File: config.mk
export PLATFORM = sky130hd
export DESIGN_NAME = irq_router
export DESIGN_NICKNAME = d
export VERILOG_FILES = /design/src/rtl/irq_router.sv
export SDC_FILE = /design/constraint.sdc
export NUM_CORES = 2
export LEC_CHECK = 0
export ABC_AREA = 1
export CAP_MARGIN = 20
export CELL_PAD_IN_SITES_DETAIL_PLACEMENT = 2
export CELL_PAD_IN_SITES_GLOBAL_PLACEMENT = 2
export CORE_AREA = 2 2 318 320
export DETAILED_ROUTE_END_ITERATION = 6
export DIE_AREA = 0 0 320 322
export PLACE_DENSITY = 0.84
export SKIP_CTS_REPAIR_TIMING = 1
export SLEW_MARGIN = 20
export SYNTH_ARGS = -nofsm -noshare
export SYNTH_HDL_FRONTEND = slang
export SYNTH_SLANG_ARGS = --single-unit
export TNS_END_PERCENT = 100
File: constraint.sdc
create_clock -name clk -period 7 [get_ports clk]
set_clock_uncertainty 0.15 [all_clocks]
set_input_delay 0.7 -clock clk [delete_from_list [all_inputs] [get_ports clk]]
set_output_delay 0.7 -clock clk [all_outputs]
set_load 0.01 [all_outputs]
File: src/rtl/irq_router.sv
module irq_router #(
  parameter int          NUM_LINES = 24,
  parameter int          IDX_W     = 8,
  parameter logic [7:0]  VERSION   = 8'h11
) (
  input  logic                 clk,
  input  logic                 rst_n,
  input  logic [NUM_LINES-1:0] irq_lines,
  input  logic                 idx_we,
  input  logic [IDX_W-1:0]     idx_wdata,
  input  logic                 data_we,
  input  logic [31:0]          data_wdata,
  output logic [31:0]          data_rdata,
  output logic                 msg_valid,
  input  logic                 msg_ready,
  output logic [7:0]           msg_vector,
  output logic [7:0]           msg_dest,
  output logic [2:0]           msg_dmode,
  output logic                 msg_destm,
  output logic                 msg_level,
  input  logic                 eoi_valid,
  input  logic [7:0]           eoi_vector
);
  localparam int              LW       = $clog2(NUM_LINES);
  localparam logic [IDX_W-1:0] TBL_BASE = IDX_W'(16);
  localparam logic [IDX_W-1:0] TBL_SPAN = IDX_W'(2 * NUM_LINES);
  localparam logic [IDX_W-1:0] IDX_ID   = IDX_W'(0);
  localparam logic [IDX_W-1:0] IDX_VER  = IDX_W'(1);
  localparam logic [IDX_W-1:0] IDX_ARB  = IDX_W'(2);
  localparam logic [7:0]      MAX_ENT  = 8'(NUM_LINES - 1);

  logic [IDX_W-1:0]     idx_q;
  logic [3:0]           id_q, arb_q;
  logic [7:0]           vec_q   [NUM_LINES];
  logic [7:0]           dest_q  [NUM_LINES];
  logic [2:0]           dmode_q [NUM_LINES];
  logic [NUM_LINES-1:0] destm_q, trig_q, mask_q, rirr_q, prev_q, epend_q;

  logic [IDX_W-1:0] tbl_off;
  logic             sel_tbl, sel_hi;
  logic [LW-1:0]    ent;

  assign tbl_off = idx_q - TBL_BASE;
  assign sel_tbl = (idx_q >= TBL_BASE) && (tbl_off < TBL_SPAN);
  assign sel_hi  = tbl_off[0];
  assign ent     = tbl_off[LW:1];

  always_comb begin
    data_rdata = '0;
    if (idx_q == IDX_ID)
      data_rdata[27:24] = id_q;
    else if (idx_q == IDX_VER)
      data_rdata = {8'h00, MAX_ENT, 8'h00, VERSION};
    else if (idx_q == IDX_ARB)
      data_rdata[27:24] = arb_q;
    else if (sel_tbl) begin
      if (sel_hi)
        data_rdata = {dest_q[ent], 24'h0};
      else
        data_rdata = {15'h0, mask_q[ent], trig_q[ent], rirr_q[ent], 2'b00,
                      destm_q[ent], dmode_q[ent], vec_q[ent]};
    end
  end

  logic [NUM_LINES-1:0] rise, req, grant;
  logic [LW-1:0]        win;
  logic                 load;

  assign rise = irq_lines & ~prev_q;
  assign req  = ((~trig_q & epend_q) | (trig_q & irq_lines & ~rirr_q)) & ~mask_q;

  always_comb begin
    grant = '0;
    win   = '0;
    for (int i = NUM_LINES - 1; i >= 0; i--) begin
      if (req[i]) begin
        grant = '0;
        grant[i] = 1'b1;
        win = LW'(i);
      end
    end
  end

  assign load = (|req) && (!msg_valid || msg_ready);

  always_ff @(posedge clk) begin
    if (!rst_n) begin
      idx_q     <= '0;
      id_q      <= '0;
      arb_q     <= '0;
      destm_q   <= '0;
      trig_q    <= '0;
      mask_q    <= '1;
      rirr_q    <= '0;
      prev_q    <= '0;
      epend_q   <= '0;
      for (int i = 0; i < NUM_LINES; i++) begin
        vec_q[i]   <= '0;
        dest_q[i]  <= '0;
        dmode_q[i] <= '0;
      end
      msg_valid  <= 1'b0;
      msg_vector <= '0;
      msg_dest   <= '0;
      msg_dmode  <= '0;
      msg_destm  <= 1'b0;
      msg_level  <= 1'b0;
    end else begin
      if (idx_we) idx_q <= idx_wdata;
      if (data_we) begin
        if (idx_q == IDX_ID) begin
          id_q  <= data_wdata[27:24];
          arb_q <= data_wdata[27:24];
        end else if (sel_tbl) begin
          if (sel_hi)
            dest_q[ent] <= data_wdata[31:24];
          else begin
            vec_q[ent]   <= data_wdata[7:0];
            dmode_q[ent] <= data_wdata[10:8];
            destm_q[ent] <= data_wdata[11];
            trig_q[ent]  <= data_wdata[15];
            mask_q[ent]  <= data_wdata[16];
          end
        end
      end
      prev_q <= irq_lines;
      for (int i = 0; i < NUM_LINES; i++) begin
        epend_q[i] <= (epend_q[i] && !(load && grant[i]))
                      || (rise[i] && !trig_q[i] && !mask_q[i]);
        if (load && grant[i] && trig_q[i])
          rirr_q[i] <= 1'b1;
        else if (eoi_valid && trig_q[i] && vec_q[i] == eoi_vector)
          rirr_q[i] <= 1'b0;
      end
      if (load) begin
        msg_valid  <= 1'b1;
        msg_vector <= vec_q[win];
        msg_dest   <= dest_q[win];
        msg_dmode  <= dmode_q[win];
        msg_destm  <= destm_q[win];
        msg_level  <= trig_q[win];
      end else if (msg_ready) begin
        msg_valid <= 1'b0;
      end
    end
  end


  msg_hold_chk: assert property (@(posedge clk) disable iff (!rst_n)
    (msg_valid && !msg_ready) |=> (msg_valid && $stable(msg_vector)
                                   && $stable(msg_dest) && $stable(msg_level)));


  arb_ro_chk: assert property (@(posedge clk) disable iff (!rst_n)
    (data_we && idx_q == IDX_ARB) |=> $stable(arb_q));


  arb_follow_chk: assert property (@(posedge clk) disable iff (!rst_n)
    (data_we && idx_q == IDX_ID) |=> (arb_q == id_q && id_q == $past(data_wdata[27:24])));


  rirr_set_chk: assert property (@(posedge clk) disable iff (!rst_n)
    (load && trig_q[win]) |=> (rirr_q[$past(win)] && msg_level));

endmodule

# == Word level (Yosys, flattened, before mapping) ==
# Memory sizes are Yosys's and may differ from the RTL's. A register that Yosys moved wholly into a read port is not among the register bits.
# Cells that the tools add are included.
# totals
register_bits,159
latchBits,0
ramBits,456
mem_bits_ro,0
in_bits,78
output_inout_bits,54
mem_count,3
# classes
addsub,1
n_mul,0
div,0
order_cmp,5
eq_ne,26
shift,0
n_mux,146
n_bitwise,12
reduce_logical,304
# memory_table
memory,words,width,read_ports,rd_ports_with_merged_regs,wr,line_no,source
dest_q,24,8,2,1,24,35,logic [7:0] dest_q [NUM_LINES];
vec_q,24,8,26,1,24,34,logic [7:0] vec_q [NUM_LINES];
dmode_q,24,3,2,1,24,36,logic [2:0] dmode_q [NUM_LINES];
# op_table
op,n
$mux W24,26
$eq A8 B8 Y1,24
$logic_and A1 B1 Y1,171
$mux W5,27
$and A24 B24 Y24,5
$mux W32,3
$not A24 Y24,4
$logic_not A1 Y1,76
$mux W1,73
$bwmux W24,3
$reduce_bool A2 Y1,25
$bmux W1 S5,6
$logic_or A1 B1 Y1,25
$or A24 B24 Y24,1
$reduce_or A24 Y1,1
$mux W4,4
$mux W8,2
$reduce_or A8 Y1,2
$lt A5 B6 Y1 const B,2
$eq A8 B1 Y1 const B,1
$eq A8 B2 Y1 const B,1
$ge A8 B5 Y1 const B,1
$logic_not A8 Y1,1
$lt A8 B6 Y1 const B,1
8 further kinds,9

# == Longest topological paths before layout ==
# depth
ltp_word,32
depth_mapped,27

# == Worst setup path before layout ==
# Ideal clock, no wire load.
# synth_path
kind,reg2reg
start,register idx_q[4]
end,"memory dmode_q[18][0], enable pin"
setup_time_ps,346
arrival_ps,2606
path_slack_ps,3898
stages_incl_launch_ff,17
period_less_slack_ps,3102
path_cell_list,dfxtp_1 > buf_2 > inv_2 > clkbuf_1 > ha_1 > or2_2 > nand3_1 > nor2_1 > inv_1 > nor2_1 > inv_1 > nor2_2 > buf_2 > nand3_1 > inv_1 > nor2_1 > inv_1
# synth_rtl
item,line_no,source
from (decl),32,logic [IDX_W-1:0] idx_q;
from (signal assigned),109,if (idx_we) idx_q <= idx_wdata;
to (decl),36,

==> reports/metrics.cfg <==
[worst_setup_path]
start_kind=register
reg2reg_from=idx_q[4]
critPathCaptureType=register
setup.worst_path.start=idx_q[4]
cp_data_arrival_time_ps=6220
path_class=reg -> reg
cp_max_fo=20
worst_ep_required_time_ps=7180

[place]
place_congestion=0.900
placed_cells=6122
post-place-ws_ps=1340
hpwlAfterDp_um=123000
portBuffers=115

[logic_synthesis]
ys_ff_latch=786
synth_flop_cell=edfxtp_1
syn_avg_cell_area_sq_um=8.57
synthArstFlopShare_pct=0
yosysTopAreaCell=edfxtp_1
syn_inst=4842
synth_edf_count=608
yosysSeqAreaShare_pct=52.6
synthTopCellsByArea=edfxtp_1 (44%), dfxtp_1 (8.6%), nand3_1 (7.5%), nand2_1 (7.2%), inv_1 (5.5%)
synth.distinct_cells=60
synth_area_sq_um=41500
yosys.area.top_type_share_pct=44.0
synth_most_common_cell=nand2_1
synth_common_cells=nand2_1 (799), nand3_1 (618), edfxtp_1 (608)
synth_warnings=0

[timing]
setup_viol=0
fmaxAchievable_ghz=0.166
rsz0062_at_grt=false
hold_viol=0
fin_ws_ps=962
tightest_slew_ps=1210
maxSlewHeadroom_pct=19.3
slew_viol_final=0
setup-tns-final_ps=0
fin_crit_ps=6040
hold_ws_ps=253
post-route-period-util_pct=86.3

[routing]
vias=39700
routed_wl_um=188000
wl_per_cell_um=29.8
detail_route.first_pass.iterations=6
drc=0
drtIter0Drc=4455
drtAntennaViolNets=0
vias_per_cell=6.30

[global_route]
grt_max_degree=193
antenna_found_initial=4
grt_pass1_vias=42200
grt_remaining_overflow=0
grt_pass1_wl_um=276000
grt_use_total_pct=35.9

[finish]
layout-drive-gt1-share_pct=5.48
instances_no_fill=6302
ff_latch_area_sq_um=21800
largestRegisters=dest_q (256), vec_q (256), dmode_q (96)
area_growth_pct=13.6
fin_nets=5005
multi_input_area_sq_um=16300
n_fill_cell=10900

[power_and_ir_drop]
power_density_nw_per_um2=244
leakage_uw=0.0191
ir_drop_uv=214
fin_total_pwr_uw=11500

[floorplan]
die_w_um=320
die_h_um=322
core_sq_um=99600
rows=116
start_util_pct=41.7
io_pins=132
dieArea_sq_um=103000

[cts]
cts_buffers=94
h-tree-depth=3
clock_sink_count=786
cts_buffer_depth=3
cts_tree=built
clk_pin_slew_ps=60
cts-root-buf=clkbuf_16
insertion_delay_ps=710

[job]
drv_cap=0

[worst_hold_path]
hp-start=prev_q[13]
hold_class=reg -> reg

[status]
status=finished clean

## power breakdown
group | switching, uW | leakage (uW) | internal [uW] | total [uW]
Combinational | 839 | 0.00998 | 276 | 1120
Clock | 2170 | 0.00152 | 2900 | 5080
Sequential | 100 | 0.00762 | 5200 | 5300
Total | 3110 | 0.0191 | 8390 | 11500
## per-layer routing
metal / up-vias / routed length [um] / GRT usage (%) / part of all wire [%]
li1: 16800 / - / - / -
met1: 20500 / 75700 / 46.3 / 40
met2: 1869 / 87800 / 59.0 / 47
met3: 543 / 14200 / 5.38 / 7.5
met4: 8 / 10100 / 17.7 / 5.4
met5: - / 54 / 0 / 0.029
## placed cells by master, fill, tap and decap left out, types with 75 or more instances in the layout
| cell type | netlist | routed |
|---|---|---|
| inv_1 | 607 | 601 |
| edfxtp_1 | 608 | 608 |
| conb_1 | 1 | 158 |
| a221oi_1 | 101 | 101 |
| nand3_1 | 618 | 618 |
| o211ai_1 | 75 | 75 |
| a21oi_1 | 129 | 129 |
| dfxtp_1 | 178 | 176 |
| nor2_1 | 591 | 588 |
| nand2_1 | 799 | 797 |
| a22oi_1 | 100 | 100 |
| o21ai_0 | 110 | 110 |
| clkdlybuf4s50_1 | 0 | 114 |
| clkbuf_16 | 0 | 95 |
| o22ai_1 | 191 | 191 |
## worst max-delay path: stages, from the launching register on
cell	delay [ps]
dfxtp_2	310
buf_4	230
inv_2	550
nand3_1	240
xor2_1	200
nand3_1	110
nor2_1	140
inv_1	80
nor2_1	370
inv_1	500
nor2_2	840
nand3_1	900
inv_1	330
nor2_1	80
inv_1	590
## path summary, 6_finish.rpt
check                         to  slack [ps]  depth (start not counted)
hold reg to reg      epend_q[13]         250                          1
setup / recovery  dmode_q[20][0]         960                         14
setup reg to reg  dmode_q[20][0]         960                         14
hold / removal       epend_q[13]         250                          1
## layout make-up
cell class / count / area share, %
clock inverter: 50 / 1.09
clock buffer: 127 / 5.51
antenna: 1 / 0.00531
sequential: 786 / 46.3
inverter: 633 / 5.07
timing repair buffer: 193 / 3.87
multi-input combinational: 3214 / 34.7
tap: 1298 / 3.45
## cell families (layout without fill, tap and decap cells)
logic type / Yosys count / after routing / synth area share (%)
compound gates: 902 / 902 / 14.9
xor+xnor: 72 / 72 / 1.52
fa+ha+maj: 5 / 5 / 0.151
buf+inv: 999 / 1003 / 9.58
flops: 786 / 786 / 52.6
other cells: 1 / 159 / 0.00904
simple gates: 2077 / 2077 / 21.2
## through the flow
step	utilization (%)	area, sq um
after floorplan	-	42100
after global placement	44.2	44000
after detailed placement	44.2	44000
after CTS	47.3	47100
after global routing	47.3	47100
final	47.3	47100
No activity file was read; power rests on OpenSTA's default activity.
